### src/rtl/i2cm_pkg.sv
package i2cm_pkg;
  localparam int BYTE_W = 8;

  typedef enum logic [3:0] {
    S_IDLE, S_WAITFREE, S_ST_A, S_RS_A, S_RS_B, S_ST_B, S_ST_C,
    S_BIT, S_HOLD, S_SP_A, S_SP_B, S_SP_C
  } eng_state_e;
endpackage

### src/rtl/i2cm_tick.sv
// Free-running quarter-period strobe for the SCL timing.
module i2cm_tick #(
  parameter int SCL_PERIOD = 40
) (
  input  logic clk,
  input  logic rst,
  output logic tick
);
  localparam int QTR = SCL_PERIOD / 4;
  localparam int CW  = (QTR > 1) ? $clog2(QTR) : 1;

  logic [CW-1:0] cnt;

  always_ff @(posedge clk) begin
    if (rst) begin
      cnt  <= '0;
      tick <= 1'b0;
    end else if (cnt == CW'(QTR - 1)) begin
      cnt  <= '0;
      tick <= 1'b1;
    end else begin
      cnt  <= cnt + 1'b1;
      tick <= 1'b0;
    end
  end

  assert_cnt_range_R12: assert property (@(posedge clk) disable iff (rst)
    cnt < CW'(QTR));
endmodule

### src/rtl/i2cm_busmon.sv
// Registers the wired lines and tracks bus ownership from START/STOP.
module i2cm_busmon (
  input  logic clk,
  input  logic rst,
  input  logic scl_in,
  input  logic sda_in,
  output logic scl_s,
  output logic sda_s,
  output logic busy
);
  logic sda_p;
  logic start_det, stop_det;

  assign start_det = scl_s & sda_p & ~sda_s;
  assign stop_det  = scl_s & ~sda_p & sda_s;

  always_ff @(posedge clk) begin
    if (rst) begin
      scl_s <= 1'b1;
      sda_s <= 1'b1;
      sda_p <= 1'b1;
      busy  <= 1'b0;
    end else begin
      scl_s <= scl_in;
      sda_s <= sda_in;
      sda_p <= sda_s;
      if (start_det)     busy <= 1'b1;
      else if (stop_det) busy <= 1'b0;
    end
  end

  assert_start_sets_busy_R11: assert property (@(posedge clk) disable iff (rst)
    start_det |=> busy);
  assert_stop_clears_busy_R11: assert property (@(posedge clk) disable iff (rst)
    stop_det |=> !busy);
endmodule

### src/rtl/i2cm_engine.sv
// Byte sequencer: START/repeated START, 8 bits + acknowledge, STOP, hold.
module i2cm_engine
  import i2cm_pkg::*;
(
  input  logic              clk,
  input  logic              rst,
  input  logic              tick,
  input  logic              buf_wr,
  input  logic [BYTE_W-1:0] buf_wdata,
  input  logic              go_set,
  input  logic              start_i,
  input  logic              stop_i,
  input  logic              acknak_i,
  input  logic              bus_busy,
  input  logic              scl_s,
  input  logic              sda_s,
  output logic              go_q,
  output logic [BYTE_W-1:0] buf_q,
  output logic              tx_empty,
  output logic              rx_full,
  output logic              nak_seen,
  output logic              arb_lost,
  output logic              scl_oe,
  output logic              sda_oe
);
  localparam logic [3:0] ACK_IDX = 4'(BYTE_W);

  eng_state_e        st;
  logic [1:0]        q;
  logic [3:0]        bidx;
  logic [BYTE_W-1:0] sr;
  logic              is_addr, rd_mode, stop_lat;
  logic              scl_d, sda_d;
  logic              bit_tx;

  assign bit_tx = is_addr | ~rd_mode;

  // Line drive per state; SDA in a bit cell is only recomputed in quarter 0.
  always_comb begin
    scl_d = 1'b0;
    sda_d = 1'b0;
    unique case (st)
      S_RS_A:  scl_d = 1'b1;
      S_ST_B:  sda_d = 1'b1;
      S_ST_C:  begin scl_d = 1'b1; sda_d = 1'b1; end
      S_BIT: begin
        scl_d = (q < 2'd2);
        if (q != 2'd0)          sda_d = sda_oe;
        else if (bidx == ACK_IDX) sda_d = ~bit_tx & ~acknak_i;
        else                    sda_d = bit_tx & ~sr[BYTE_W-1];
      end
      S_HOLD:  scl_d = 1'b1;
      S_SP_A:  begin scl_d = 1'b1; sda_d = 1'b1; end
      S_SP_B:  sda_d = 1'b1;
      default: ;
    endcase
  end

  always_ff @(posedge clk) begin
    if (rst) begin
      st <= S_IDLE; q <= '0; bidx <= '0; sr <= '0;
      is_addr <= 1'b0; rd_mode <= 1'b0; stop_lat <= 1'b0;
      go_q <= 1'b0; buf_q <= '0; tx_empty <= 1'b1; rx_full <= 1'b0;
      nak_seen <= 1'b0; arb_lost <= 1'b0; scl_oe <= 1'b0; sda_oe <= 1'b0;
    end else begin
      scl_oe <= scl_d;
      sda_oe <= sda_d;
      if (buf_wr) begin
        buf_q    <= buf_wdata;
        tx_empty <= 1'b0;
      end
      if (go_set) begin
        go_q     <= 1'b1;
        arb_lost <= 1'b0;
        nak_seen <= 1'b0;
        rx_full  <= 1'b0;
      end
      if (tick) begin
        unique case (st)
          S_IDLE: if (go_q) begin
            if (start_i) begin
              if (bus_busy | ~sda_s | ~scl_s) begin
                arb_lost <= 1'b1;
                st       <= S_WAITFREE;
              end else st <= S_ST_A;
            end else begin
              sr <= buf_q; is_addr <= 1'b0; stop_lat <= stop_i;
              q <= '0; bidx <= '0; st <= S_BIT;
            end
          end
          S_WAITFREE: if (!bus_busy) st <= S_IDLE;
          S_ST_A:  st <= S_ST_B;
          S_RS_A:  st <= S_RS_B;
          S_RS_B:  st <= S_ST_B;
          S_ST_B:  st <= S_ST_C;
          S_ST_C: begin
            sr <= buf_q; is_addr <= 1'b1; rd_mode <= buf_q[0];
            stop_lat <= stop_i; q <= '0; bidx <= '0; st <= S_BIT;
          end
          S_HOLD: if (go_q) begin
            if (start_i) st <= S_RS_A;
            else begin
              sr <= buf_q; is_addr <= 1'b0; stop_lat <= stop_i;
              q <= '0; bidx <= '0; st <= S_BIT;
            end
          end
          S_BIT: begin
            q <= q + 2'd1;
            if (q == 2'd2) begin
              if (bidx != ACK_IDX) sr <= {sr[BYTE_W-2:0], sda_s};
              else if (bit_tx)     nak_seen <= sda_s;
            end
            if (q == 2'd3) begin
              if (bidx == ACK_IDX) begin
                if (!bit_tx) begin
                  buf_q   <= sr;
                  rx_full <= 1'b1;
                end
                if (stop_lat) st <= S_SP_A;
                else begin
                  st       <= S_HOLD;
                  go_q     <= 1'b0;
                  tx_empty <= 1'b1;
                end
              end else bidx <= bidx + 4'd1;
            end
          end
          S_SP_A:  st <= S_SP_B;
          S_SP_B:  st <= S_SP_C;
          S_SP_C: begin
            st       <= S_IDLE;
            go_q     <= 1'b0;
            tx_empty <= 1'b1;
          end
          default: st <= S_IDLE;
        endcase
      end
    end
  end

  // SDA may not move during a released SCL inside a bit cell.
  assert_sda_stable_scl_high_R12: assert property (@(posedge clk) disable iff (rst)
    (st == S_BIT && $past(st == S_BIT) && !scl_oe && !$past(scl_oe))
      |-> $stable(sda_oe));
  assert_hold_keeps_scl_low_R6: assert property (@(posedge clk) disable iff (rst)
    (st == S_HOLD && $past(st == S_HOLD)) |-> scl_oe);
  assert_busy_start_flags_arb_R10: assert property (@(posedge clk) disable iff (rst)
    (tick && st == S_IDLE && go_q && start_i && bus_busy) |=> arb_lost);
  assert_done_clears_go_R5: assert property (@(posedge clk) disable iff (rst)
    ($rose(tx_empty) && !$past(buf_wr)) |-> !go_q);
  assert_stop_end_clears_go_R8: assert property (@(posedge clk) disable iff (rst)
    (tick && st == S_SP_C && !go_set) |=> (!go_q && !scl_oe && !sda_oe));
endmodule

### src/rtl/i2c_byte_master.sv
module i2c_byte_master
  import i2cm_pkg::*;
#(
  parameter int SCL_PERIOD = 40
) (
  input  logic              clk,
  input  logic              rst,
  input  logic              buf_wr,
  input  logic [BYTE_W-1:0] buf_wdata,
  input  logic              go_set,
  input  logic              start_i,
  input  logic              stop_i,
  input  logic              acknak_i,
  input  logic              scl_in,
  input  logic              sda_in,
  output logic [BYTE_W-1:0] buf_rdata,
  output logic              go,
  output logic              tx_empty,
  output logic              rx_full,
  output logic              nak_seen,
  output logic              busy,
  output logic              arb_lost,
  output logic              scl_oe,
  output logic              sda_oe
);
  logic tick, scl_s, sda_s;

  i2cm_tick #(.SCL_PERIOD(SCL_PERIOD)) u_tick (
    .clk(clk), .rst(rst), .tick(tick)
  );

  i2cm_busmon u_mon (
    .clk(clk), .rst(rst), .scl_in(scl_in), .sda_in(sda_in),
    .scl_s(scl_s), .sda_s(sda_s), .busy(busy)
  );

  i2cm_engine u_eng (
    .clk(clk), .rst(rst), .tick(tick),
    .buf_wr(buf_wr), .buf_wdata(buf_wdata), .go_set(go_set),
    .start_i(start_i), .stop_i(stop_i), .acknak_i(acknak_i),
    .bus_busy(busy), .scl_s(scl_s), .sda_s(sda_s),
    .go_q(go), .buf_q(buf_rdata), .tx_empty(tx_empty), .rx_full(rx_full),
    .nak_seen(nak_seen), .arb_lost(arb_lost), .scl_oe(scl_oe), .sda_oe(sda_oe)
  );
endmodule

### config.mk
export PLATFORM = sky130hd
export DESIGN_NAME = i2c_byte_master
export DESIGN_NICKNAME = d
export VERILOG_FILES = /design/src/rtl/i2cm_pkg.sv /design/src/rtl/i2cm_tick.sv /design/src/rtl/i2cm_busmon.sv /design/src/rtl/i2cm_engine.sv /design/src/rtl/i2c_byte_master.sv
export SDC_FILE = /design/constraint.sdc
export NUM_CORES = 1
export LEC_CHECK = 0
export ABC_AREA = 0
export BUFFER_PORTS_ARGS = -buffer_cell sky130_fd_sc_hd__buf_2
export CAP_MARGIN = 20
export CORE_MARGIN = 2
export CORE_UTILIZATION = 51
export DETAILED_ROUTE_END_ITERATION = 8
export GPL_ROUTABILITY_DRIVEN = 0
export HOLD_SLACK_MARGIN = 0.1
export PLACE_DENSITY = 0.83
export SYNTH_ARGS = -nofsm -noshare
export SYNTH_HDL_FRONTEND = slang
export SYNTH_SLANG_ARGS = --single-unit
### constraint.sdc
create_clock -name clk -period 1.7 [get_ports clk]
set_input_delay 0.34 -clock clk [delete_from_list [all_inputs] [get_ports clk]]
set_output_delay 0.34 -clock clk [all_outputs]
set_load 0.03 [all_outputs]
## Yosys cells after proc, flatten, opt, wreduce, memory -nomap -nowiden

Cells that the tools add are included.
Widths: inputs -> output; s select.

| operators by class | value |
|---|---|
| reduce and logical (&&, ||, !) cells | 16 |
| eq/ne operators | 27 |
| magnitude comparators | 1 |
| add/subtract/negate cells | 3 |
| bitwise gates (word level) | 16 |
| muxes and demuxes | 72 |

Operator list:

| operator | number |
|---|---|
| $mux 8 | 10 |
| $pmux 4 s10 | 1 |
| $mux 1 | 38 |
| $mux 4 | 9 |
| $eq 4x4->1 const B | 6 |
| $pmux 8 s3 | 1 |
| $reduce_and 6->1 | 3 |
| $eq 4x3->1 const B | 4 |
| $ne 2x1->1 const B | 7 |
| $pmux 1 s2 | 6 |
| $pmux 4 s3 | 1 |
| $add 4x1->4 const B | 2 |
| $eq 4x2->1 const B | 2 |
| $ne 2x2->1 const B | 4 |
| $reduce_and 4->1 | 2 |
| $reduce_or 4->1 | 2 |
| $not 1->1 | 7 |
| $and 1x1->1 | 6 |
| $mux 2 | 3 |
| $mux 3 | 2 |
| $pmux 2 s3 | 1 |
| $reduce_bool 2->1 | 3 |
| $reduce_or 2->1 | 3 |
| $eq 2x2->1 const B | 2 |
| 8 further kinds | 10 |

| word-level totals | value |
|---|---|
| bits in registers | 45 |
| output and inout port bits | 16 |
| bits of input ports | 17 |
| word-level logic and storage cells | 156 |

## Logic depth before layout (Yosys ltp)

Gate-level depths: netlist of run 1.

| depth | value |
|---|---|
| depth in word-level cells | 8 |
| mapped depth | 7 |

## Modules after synthesis

Synthesis of run 1 repeated with hierarchy kept, for this count alone.

| second synthesis, totals | value |
|---|---|
| cells, all modules | 255 |
| area total of the unflattened synthesis | 2,287.2 um^2 |

Modules (own cells, without submodules):

| module | cells each | area each (um^2) | times used | sequential area each (um^2) |
|---|---|---|---|---|
| i2cm_engine | 222 | 1,959.4 | 1 | 720.7 |
| i2cm_tick | 21 | 205.2 | 1 | 100.1 |
| i2cm_busmon | 12 | 122.6 | 1 | 80.1 |

## Least setup slack after synthesis of run 1

Ideal clock, no wire load.

| path | value |
|---|---|
| kind | register to register |
| start point | register u_eng.st[1] |
| end point | register u_eng.sr[2] |
| period minus slack after synthesis | 1,619 ps |
| setup time | 59 ps |
| required time | 1,641 ps |
| arrival | 1,560 ps |
| slack | 81 ps |
| cell stages (with the launch flop) | 7 |
| path through | dfxtp_1 > buf_6 > or3_4 > a21o_1 > buf_6 > a2111oi_1 > a31o_1 |

| between the ends | value |
|---|---|
| word-level cells in the longest chain between the ends | 4 |
| elaborated cells on any way between the ends | 12 |
| those cells by class | 7 x eq/ne; 1 x mux; 4 x reduce/logical |

Ends and longest elaborated chain:

| element | line | text |
|---|---|---|
| start: declaration | i2cm_engine.sv:28 | `eng_state_e st;` |
| start signal: assignment | i2cm_engine.sv:61 | `st <= S_IDLE; q <= '0; bidx <= '0; sr <= '0;` |
| start signal: assignment | i2cm_engine.sv:84 | `st <= S_WAITFREE;` |
| start signal: assignment | i2cm_engine.sv:85 | `end else st <= S_ST_A;` |
| $eq 4x4->1 / $logic_not 4->1 (equally long branches) | i2cm_engine.sv:79 | `unique case (st)` |
| $reduce_or 2->1 (no source line) | - |  |
| $ne 2x1->1 (no source line) (tied with other cells) | - |  |
| $reduce_and 6->1 (no source line) | - |  |
| end signal: assignment | i2cm_engine.sv:110 | `if (bidx != ACK_IDX) sr <= {sr[BYTE_W-2:0], sda_s};` |
| end: declaration | i2cm_engine.sv:31 | `logic [BYTE_W-1:0] sr;` |

Parallel ways exist; a longest one is shown, timed or not.
A chain may end at the register's enable or synchronous reset.

## Final worst setup path of run 1

| path | value |
|---|---|
| start point | register u_eng.q[1] |
| end point | register u_eng.go_q |

| between the ends | value |
|---|---|
| word-level cells in the longest chain between the ends | 4 |

Ends and longest elaborated chain:

| element | line | text |
|---|---|---|
| start: declaration | i2cm_engine.sv:29 | `logic [1:0] q;` |
| start signal: assignment | i2cm_engine.sv:108 | `q <= q + 2'd1;` |
| $eq 2x2->1 | i2cm_engine.sv:113 | `if (q == 2'd3) begin` |
| $mux 1 | i2cm_engine.sv:113 |  |
| $pmux 1 s2 | i2cm_engine.sv:79 |  |
| $mux 1 | i2cm_engine.sv:78 | `if (tick) begin` |
| end signal: assignment | i2cm_engine.sv:73 | `go_q <= 1'b1;` |
| end signal: assignment | i2cm_engine.sv:122 | `go_q <= 1'b0;` |
| end signal: assignment | i2cm_engine.sv:132 | `go_q <= 1'b0;` |
| end: declaration | i2cm_engine.sv:17 | `output logic go_q,` |

No other way between the ends.

==> impl_results.html, run 1 <==
<table>
<tr><th>Metric</th><th>Value</th></tr>
<tr><th colspan="2">Job</th></tr>
<tr><td>MaxCap Viol Count</td><td>0</td></tr>
<tr><th colspan="2">Detailed routing</th></tr>
<tr><td>Wire length after detailed routing</td><td>5790 um</td></tr>
<tr><td>Vias after detailed routing</td><td>2,157</td></tr>
<tr><td>Routed vias/inst</td><td>5.91</td></tr>
<tr><td>Detailed router's first-iteration violation count</td><td>approximately 190</td></tr>
<tr><td>Number of routed nets with antenna violations</td><td>0</td></tr>
<tr><td>Detailed-routing iteration count for the pre-antenna-repair pass</td><td>4</td></tr>
<tr><td>Average wire per standard cell</td><td>between 15 and 20 um</td></tr>
<tr><td>DRC violation count after routing</td><td>0</td></tr>
<tr><th colspan="2">Floorplanning</th></tr>
<tr><td>Vertical die dimension</td><td>roughly 72 um</td></tr>
<tr><td>Count of standard-cell rows</td><td>24</td></tr>
<tr><td>Starting density of the core</td><td>53.3%</td></tr>
<tr><td>Die X</td><td>71.9 um</td></tr>
<tr><td>Num ports</td><td>33</td></tr>
<tr><td>Die ar.</td><td>between 0.005 and 0.006 mm2</td></tr>
<tr><td>Core Area</td><td>0.00441 mm2</td></tr>
<tr><th colspan="2">Synthesis</th></tr>
<tr><td>Main combinational cell family by area after synthesis</td><td>compound AO/OA/AOI/OAI gates</td></tr>
<tr><td>Synthesized Nets</td><td>between 200 and 300</td></tr>
<tr><td>Synthesized-area fraction occupied by ao, oa, aoi and oai cells</td><td>24.2%</td></tr>
<tr><td>Synthesized flop and latch total</td><td>45</td></tr>
<tr><td>Mapped Cells</td><td>257</td></tr>
<tr><td>Post-synthesis area per instance</td><td>about 9.2 um2</td></tr>
<tr><td>XOR/XNOR share of the synthesized area</td><td>1.12%</td></tr>
<tr><td>Most common cell in the netlist</td><td>dfxtp_1</td></tr>
<tr><td>Main synth FF type</td><td>dfxtp_1</td></tr>
<tr><td>Largest cells by area after synthesis</td><td>dfxtp_1 (38%), mux2i_1 (8.1%), a21oi_1 (4.3%), ha_1 (3.7%), a211oi_1 (3.2%)</td></tr>
<tr><td>Most frequent cells after synthesis</td><td>dfxtp_1 (45), a21oi_1 (20), nor2_1 (20)</td></tr>
<tr><td>Cell type with the highest aggregate area in the netlist</td><td>dfxtp_1</td></tr>
<tr><td>Synthesized-area fraction occupied by adder cells</td><td>under 10%</td></tr>
<tr><td>Share of async-settable or async-resettable flops after synthesis</td><td>0%</td></tr>
<tr><td>Post-synthesis mux area share</td><td>8.08%</td></tr>
<tr><td>Number of synthesized flops with an enable pin</td><td>0</td></tr>
<tr><td>Sequential fraction of the synthesis area</td><td>38.3%</td></tr>
<tr><td>Area share of the largest cell type after synthesis</td><td>38.3%</td></tr>
<tr><td>Unique cell type count in the Yosys netlist</td><td>58</td></tr>
<tr><td>Yosys warning total</td><td>0</td></tr>
<tr><td>Post-Syn Area</td><td>0.00235 mm2</td></tr>
<tr><td>Synth Area in Simple Gates</td><td>18.8%</td></tr>
<tr><th colspan="2">GRT</th></tr>
<tr><td>Number of global-route vias before repair</td><td>1,991</td></tr>
<tr><td>Antenna violations before repair</td><td>0</td></tr>
<tr><td>First-pass GRT wire length</td><td>9230 um</td></tr>
<tr><td>Aggregate global-route resource usage</td><td>22.7%</td></tr>
<tr><td>Pin count of the biggest net entering global routing</td><td>28</td></tr>
<tr><td>Total gr overflow</td><td>0</td></tr>
<tr><th colspan="2">Finish</th></tr>
<tr><td>Antenna cell count</td><td>0</td></tr>
<tr><td>Fraction of final layout cells sized beyond drive strength 1</td><td>approximately 30%</td></tr>
<tr><td>Multi-input gate area in the final layout</td><td>0.00141 mm2</td></tr>
<tr><td>Final layout net count</td><td>336</td></tr>
<tr><td>Area occupied by registers</td><td>903 um2</td></tr>
<tr><td>Final-layout fill cell count</td><td>336</td></tr>
<tr><td>Post-synthesis to final-layout area growth</td><td>25.6%</td></tr>
<tr><th colspan="2">STA</th></tr>
<tr><td>Total count of hold-check failures in the final report</td><td>0</td></tr>
<tr><td>Period utilization</td><td>97.8%</td></tr>
<tr><td>Finish-stage setup viols</td><td>0</td></tr>
<tr><td>Worst slew slack as a fraction of its limit</td><td>63.7%</td></tr>
<tr><td>Final number of max-transition violations</td><td>0</td></tr>
<tr><td>Setup repair after global routing missed its margin</td><td>true</td></tr>
<tr><td>Period minus WS final</td><td>approximately 1.7 ns</td></tr>
<tr><td>Measured slew at the worst slew-check pin</td><td>0.541 ns</td></tr>
<tr><td>Setup tns final</td><td>0 ns</td></tr>
<tr><td>Highest clock frequency the design can meet</td><td>0.601 GHz</td></tr>
<tr><td>Clock Skews</td><td>0.00990 ns</td></tr>
<tr><td>Setup slack after layout</td><td>0.0368 ns</td></tr>
<tr><th colspan="2">Place</th></tr>
<tr><td>Setup slack after placement</td><td>-0.0449 ns</td></tr>
<tr><td>Port-buffer cells</td><td>32</td></tr>
<tr><td>Sum of net half-perimeters after detailed placement</td><td>4010 um</td></tr>
<tr><th colspan="2">Worst setup path</th></tr>
<tr><td>R2r startpoint</td><td>u_eng.q[1]</td></tr>
<tr><td>Arr. time, crit path</td><td>1.87 ns</td></tr>
<tr><td>Start point of the critical path</td><td>u_eng.q[1]</td></tr>
<tr><td>Kind of critical path</td><td>reg -&gt; reg</td></tr>
<tr><td>Kind of launch point of the worst setup path</td><td>flop</td></tr>
<tr><td>Largest driver fanout on the critical path</td><td>4</td></tr>
<tr><td>Critical Path RT</td><td>1.91 ns</td></tr>
<tr><td>Type of element capturing the critical path</td><td>flop</td></tr>
<tr><th colspan="2">Clock tree</th></tr>
<tr><td>Number of sinks driven by the clock tree</td><td>45</td></tr>
<tr><td>Clock transition at the register clock pins on the worst setup and hold paths after CTS</td><td>about 0.090 ns</td></tr>
<tr><td>Total clock buffers created by CTS</td><td>5</td></tr>
<tr><td>Clock latency reported for the late side of the worst-skew pair</td><td>0.31 ns</td></tr>
<tr><td>TritonCTS clock tree</td><td>built</td></tr>
<tr><td>Cell at the root of the clock tree</td><td>clkbuf_8</td></tr>
<tr><td>Number of H-tree levels</td><td>2</td></tr>
<tr><td>Maximum root-to-sink buffer count</td><td>2</td></tr>
<tr><td>Number of buffers inserted for hold repair after clock tree synthesis</td><td>0</td></tr>
<tr><th colspan="2">Min path</th></tr>
<tr><td>Hold crit path type</td><td>in -&gt; reg</td></tr>
<tr><td>Hold wc startpoint</td><td>sda_in</td></tr>
<tr><th colspan="2">Pwr</th></tr>
<tr><td>Maximum resistive drop on vdd</td><td>582 uV</td></tr>
<tr><td>Total power density per cell area</td><td>718 mW/mm2</td></tr>
<tr><td>Static Leakage</td><td>about 1.2 nW</td></tr>
<tr><th colspan="2">Run status</th></tr>
<tr><td>Run status</td><td>complete, no violations</td></tr>
</table>
==> worst paths after layout <==
kind	to	slack [ns]	cells past startpoint
max	u_eng.go_q	0.04	6
min	u_mon.sda_s	0.21	2
max reg2reg	u_eng.go_q	0.04	6
min reg2reg	u_eng.rx_full	0.47	2
==> cell families after synthesis <==
group	count (synthesis)
AND/OR/NAND/NOR	77
AO/OA/AOI/OAI	76
flip-flops	45
buffers and inverters	30
multiplexers	19
adder cells (fa/ha/maj)	7
XOR/XNOR	3
==> flip-flops by register name (all words and copies together), names as in the netlist <==
| signal | cells |
|---|---|
| u_eng.go_q | 1 |
| u_tick.cnt | 4 |
| u_eng.arb_lost | 1 |
| u_eng.sr | 8 |
| u_eng.st | 4 |
| u_eng.scl_oe | 1 |
| u_eng.buf_q | 8 |
| u_eng.tx_empty | 1 |
| u_eng.q | 2 |
| u_mon.scl_s | 1 |
| u_eng.nak_seen | 1 |
| u_eng.bidx | 4 |
| u_tick.tick | 1 |
| u_eng.stop_lat | 1 |
| u_eng.rd_mode | 1 |
| u_eng.rx_full | 1 |
| u_eng.sda_oe | 1 |
| u_eng.is_addr | 1 |
| u_mon.sda_s | 1 |
| u_mon.sda_p | 1 |
| u_mon.busy | 1 |
==> cell type report <==
cell class / count / share of cell area [%]
Clock inverter: 2 / 1.31
Multi-Input combinational cell: 183 / 47.8
Sequential cell: 45 / 30.6
Clock buffer: 6 / 2.46
Inverter: 12 / 1.52
Timing Repair Buffer: 65 / 14.2
Tap cell: 52 / 2.20
==> through the flow <==
stage                     std cells  power, mW  hold slack, ns  area [um2]  utilization [%]
after floorplan                 257       1.25           0.444        2350                -
after global placement          354       1.31           0.456        2720             61.6
after detailed placement        354       1.32           0.460        2720             61.6
after CTS                       362       2.12           0.210        2840             64.3
after global routing            365       2.19           0.216        2960             67.0
final                           365       2.12           0.208        2960             67.0
==> layer usage <==
layer	vias to the layer above	GRT usage, %	wire length (um)
li1	1065	-	-
met1	1013	29.8	2470
met2	69	38.3	2900
met3	10	3.19	318
met4	0	8.18	98
met5	-	0	0
==> cells in the final DEF, fill, tap and decap left out, types with 6 or more instances in the layout <==
cell | synthesis | layout
nand2b_1 | 8 | 8
o21ai_0 | 7 | 7
a31o_1 | 7 | 7
ha_1 | 7 | 6
mux2i_1 | 19 | 19
dfxtp_1 | 45 | 43
buf_4 | 1 | 31
inv_1 | 11 | 11
buf_2 | 5 | 32
nor2_1 | 20 | 20
a211oi_1 | 10 | 9
a21oi_1 | 20 | 20
nand2_1 | 6 | 6
==> timing repair <==
action / CTS / global route
gates resized for setup: 1 / 19
setup buffers: 0 / 2
pin swaps: 1 / 6
endpoints found under the setup margin: 5 / 21
gates cloned: 0 / 1
==> where the power goes <==
part	leakage, nW	switching, mW	internal [mW]
combinational	0.809	0.120	0.0806
clock	0.0554	0.378	0.441
sequential	0.367	0.0224	1.08
==> critical path, stage by stage, from the launching register on <==
cell and delay, ns:
dfxtp_1 0.44, ha_1 0.21, buf_4 0.12, inv_1 0.03, o41ai_1 0.46, a21oi_1 0.19, o21a_1 0.13
Note: power is estimated with default switching activity, not from simulation.
==> run 2: changes to the inputs <==
--- a/config.mk
+++ b/config.mk
@@ -16,4 +16,5 @@
 export PLACE_DENSITY = 0.83
 export SYNTH_ARGS = -nofsm -noshare
 export SYNTH_HDL_FRONTEND = slang
+export SYNTH_HIERARCHICAL = 1
 export SYNTH_SLANG_ARGS = --single-unit
==> run 2 against run 1 <==
Compared with the run above:
- setup slack gained 0.040 ns
- clock-buffer cell count up 1
- synthesized area down 2.8%
- global-route usage barely moved
- highest routed layer unchanged
- critical path type unchanged
==> impl_results.html, run 2 <==
<table>
<tr><th>Metric</th><th>Value</th></tr>
<tr><th colspan="2">Worst setup path</th></tr>
<tr><td>Register-to-register setup slack</td><td>0.08 ns</td></tr>
<tr><td>Arr. time, crit path</td><td>1.85 ns</td></tr>
<tr><td>Critical Path RT</td><td>1.92 ns</td></tr>
<tr><td>Largest driver fanout on the critical path</td><td>4</td></tr>
<tr><td>Kind of launch point of the worst setup path</td><td>flop</td></tr>
<tr><td>Type of element capturing the critical path</td><td>flop</td></tr>
<tr><td>Kind of critical path</td><td>reg -&gt; reg</td></tr>
<tr><th colspan="2">Finish</th></tr>
<tr><td>Commonest cells after routing, fill and taps aside</td><td>dfxtp_1 (41), buf_2 (32), buf_4 (22), a21oi_1 (22), mux2i_1 (19)</td></tr>
<tr><td>Post-synthesis to final-layout area growth</td><td>20.8%</td></tr>
<tr><td>Leading cell type in the layout, fill and taps excluded</td><td>dfxtp_1</td></tr>
<tr><td>Final layout net count</td><td>324</td></tr>
<tr><td>Fraction of final layout cells sized beyond drive strength 1</td><td>25.6%</td></tr>
<tr><td>Antenna cell count</td><td>0</td></tr>
<tr><td>Share of the core filled with cells in the final layout</td><td>63.9%</td></tr>
<tr><td>Final-layout fill cell count</td><td>361</td></tr>
<tr><td>Largest registers</td><td>u_eng/buf_q x8, u_eng/sr x8</td></tr>
<tr><th colspan="2">STA</th></tr>
<tr><td>Period utilization</td><td>95.5%</td></tr>
<tr><td>Total count of hold-check failures in the final report</td><td>0</td></tr>
<tr><td>Period minus WS final</td><td>around 1.6 ns</td></tr>
<tr><td>Measured slew at the worst slew-check pin</td><td>0.335 ns</td></tr>
<tr><td>Hold Slack</td><td>between 0.2 and 0.25 ns</td></tr>
<tr><td>Worst slew slack as a fraction of its limit</td><td>77.5%</td></tr>
<tr><td>Clock Skews</td><td>roughly 0.009 ns</td></tr>
<tr><td>Final number of max-transition violations</td><td>0</td></tr>
<tr><td>Finish-stage setup viols</td><td>0</td></tr>
<tr><td>Setup tns final</td><td>0 ns</td></tr>
<tr><td>Highest clock frequency the design can meet</td><td>slightly above 0.6 GHz</td></tr>
<tr><th colspan="2">GRT</th></tr>
<tr><td>Number of global-route vias before repair</td><td>~2,000</td></tr>
<tr><td>Pin count of the biggest net entering global routing</td><td>20</td></tr>
<tr><td>Aggregate global-route resource usage</td><td>22.7%</td></tr>
<tr><td>Antenna violations before repair</td><td>0</td></tr>
<tr><td>Total gr overflow</td><td>0</td></tr>
<tr><td>First-pass GRT wire length</td><td>approximately 9000 um</td></tr>
<tr><th colspan="2">Synthesis</th></tr>
<tr><td>Unique cell type count in the Yosys netlist</td><td>50</td></tr>
<tr><td>Area share of the largest cell type after synthesis</td><td>39.4%</td></tr>
<tr><td>Synthesized flop and latch total</td><td>45</td></tr>
<tr><td>Most frequent cells after synthesis</td><td>dfxtp_1 (45), a21oi_1 (23), mux2i_1 (19)</td></tr>
<tr><td>Mapped Cells</td><td>255</td></tr>
<tr><td>Cell type with the highest aggregate area in the netlist</td><td>dfxtp_1</td></tr>
<tr><td>Share of async-settable or async-resettable flops after synthesis</td><td>0%</td></tr>
<tr><td>Largest cells by area after synthesis</td><td>dfxtp_1 (39%), mux2i_1 (8.3%), a21oi_1 (5.0%), ha_1 (3.8%), nor3_1 (3.5%)</td></tr>
<tr><td>Yosys warning total</td><td>6</td></tr>
<tr><td>Synthesized Nets</td><td>roughly 280</td></tr>
<tr><td>Most common cell in the netlist</td><td>dfxtp_1</td></tr>
<tr><td>Post-Syn Area</td><td>0.00229 mm2</td></tr>
<tr><td>Post-synthesis area per instance</td><td>8.97 um2</td></tr>
<tr><td>Sequential fraction of the synthesis area</td><td>39.4%</td></tr>
<tr><td>Number of synthesized flops with an enable pin</td><td>0</td></tr>
<tr><td>Main synth FF type</td><td>dfxtp_1</td></tr>
<tr><th colspan="2">Detailed routing</th></tr>
<tr><td>Average wire per standard cell</td><td>15.3 um</td></tr>
<tr><td>Routed vias/inst</td><td>5.97</td></tr>
<tr><td>Number of routed nets with antenna violations</td><td>0</td></tr>
<tr><td>DRC violation count after routing</td><td>0</td></tr>
<tr><td>Detailed-routing iteration count for the pre-antenna-repair pass</td><td>4</td></tr>
<tr><td>Detailed router's first-iteration violation count</td><td>about 110</td></tr>
<tr><td>Wire length after detailed routing</td><td>5410 um</td></tr>
<tr><td>Vias after detailed routing</td><td>2,106</td></tr>
<tr><th colspan="2">Floorplanning</th></tr>
<tr><td>Starting density of the core</td><td>52.9%</td></tr>
<tr><td>Die ar.</td><td>0.00504 mm2</td></tr>
<tr><td>Vertical die dimension</td><td>71.0 um</td></tr>
<tr><td>Num ports</td><td>33</td></tr>
<tr><td>Die X</td><td>71.0 um</td></tr>
<tr><td>Core Area</td><td>0.00432 mm2</td></tr>
<tr><td>Count of standard-cell rows</td><td>24</td></tr>
<tr><th colspan="2">Pwr</th></tr>
<tr><td>Maximum resistive drop on vdd</td><td>704 uV</td></tr>
<tr><td>Total power density per cell area</td><td>about 760 mW/mm2</td></tr>
<tr><td>Static Leakage</td><td>1.12 nW</td></tr>
<tr><th colspan="2">Clock tree</th></tr>
<tr><td>Number of H-tree levels</td><td>2</td></tr>
<tr><td>TritonCTS clock tree</td><td>built</td></tr>
<tr><td>Number of buffers inserted for hold repair after clock tree synthesis</td><td>0</td></tr>
<tr><td>Clock transition at the register clock pins on the worst setup and hold paths after CTS</td><td>roughly 0.090 ns</td></tr>
<tr><td>Maximum root-to-sink buffer count</td><td>2</td></tr>
<tr><td>Cell at the root of the clock tree</td><td>clkbuf_8</td></tr>
<tr><td>Total clock buffers created by CTS</td><td>5</td></tr>
<tr><td>Number of sinks driven by the clock tree</td><td>between 40 and 50</td></tr>
<tr><td>Clock latency reported for the late side of the worst-skew pair</td><td>0.29 ns</td></tr>
<tr><th colspan="2">Job</th></tr>
<tr><td>MaxCap Viol Count</td><td>0</td></tr>
<tr><th colspan="2">Run status</th></tr>
<tr><td>Run status</td><td>complete, no violations</td></tr>
<tr><th colspan="2">Place</th></tr>
<tr><td>Sum of net half-perimeters after detailed placement</td><td>3880 um</td></tr>
<tr><td>Port-buffer cells</td><td>32</td></tr>
<tr><th colspan="2">Min path</th></tr>
<tr><td>Hold crit path type</td><td>in -&gt; reg</td></tr>
</table>
==> run 2: critical path, cell delays in order (launching register included) <==
cell	delay, ns
dfxtp_1	0.34
inv_1	0.05
ha_1	0.20
nand3b_1	0.24
a21oi_2	0.11
or4_1	0.47
a21oi_1	0.14
==> run 2: path summary, 6_finish.rpt <==
check,startpoint,end,cells past startpoint
worst max register to register,u_eng/bidx[0],u_eng/bidx[3],6
worst max-delay path,u_eng/bidx[0],u_eng/bidx[3],6
worst min register to register,u_eng/tx_empty,u_eng/tx_empty,1
worst min-delay path,sda_in,u_mon/sda_s,2
==> run 2: repair_timing <==
| action | CTS | global route |
|---|---|---|
| buffers inserted | 0 | 1 |
| setup endpoints to repair | 1 | 15 |
| pin swaps | 0 | 4 |
| resized for setup | 1 | 10 |
==> run 2: layout make-up <==
type                            count  area [um2]  share of cell area [%]
Tap cell                           52        65.1                    2.35
Clock buffer                        7        86.3                    3.12
Inverter                           12        45.0                    1.63
Sequential cell                    45         906                    32.8
Timing Repair Buffer               56         365                    13.2
Clock inverter                      1        30.0                    1.09
Multi-Input combinational cell    180        1270                    45.8
==> run 2: logic make-up (layout without fill, tap and decap cells) <==
group | count (synthesis) | after routing | share of synthesized area (%)
AO/OA/AOI/OAI | 76 | 76 | 22.3
AND/OR/NAND/NOR | 75 | 75 | 18.6
flip-flops | 45 | 45 | 39.4
buffers and inverters | 30 | 76 | 6.45
multiplexers | 19 | 19 | 8.31
adder cells (fa/ha/maj) | 7 | 7 | 3.83
XOR/XNOR | 3 | 3 | 1.15
==> run 2: power breakdown <==
part           total, mW  leakage [nW]  internal [mW]  switching (mW)
registers           1.10         0.368           1.08          0.0228
logic              0.179         0.691         0.0747           0.105
clock network      0.828        0.0585          0.479           0.349
total               2.11          1.12           1.63           0.476
==> run 2: per-stage QoR <==
| stage | std cells | area [um2] | worst slack [ns] | power, mW |
|---|---|---|---|---|
| global route | 353 | 2760 | -0.0105 | 2.19 |
| detailed placement | 344 | 2610 | -0.0176 | 1.30 |
| finish | 353 | 2760 | 0.0764 | 2.11 |
| CTS | 352 | 2730 | 0.00144 | 2.12 |
| floorplan | 255 | 2290 | 0.124 | 1.23 |
| global placement | 344 | 2610 | 0.0277 | 1.30 |
==> run 2: per-layer routing <==
layer	GRT usage (%)	wire [um]
met5	0	0
met2	39.1	2680
met1	27.5	2340
met3	5.56	296
met4	7.97	89
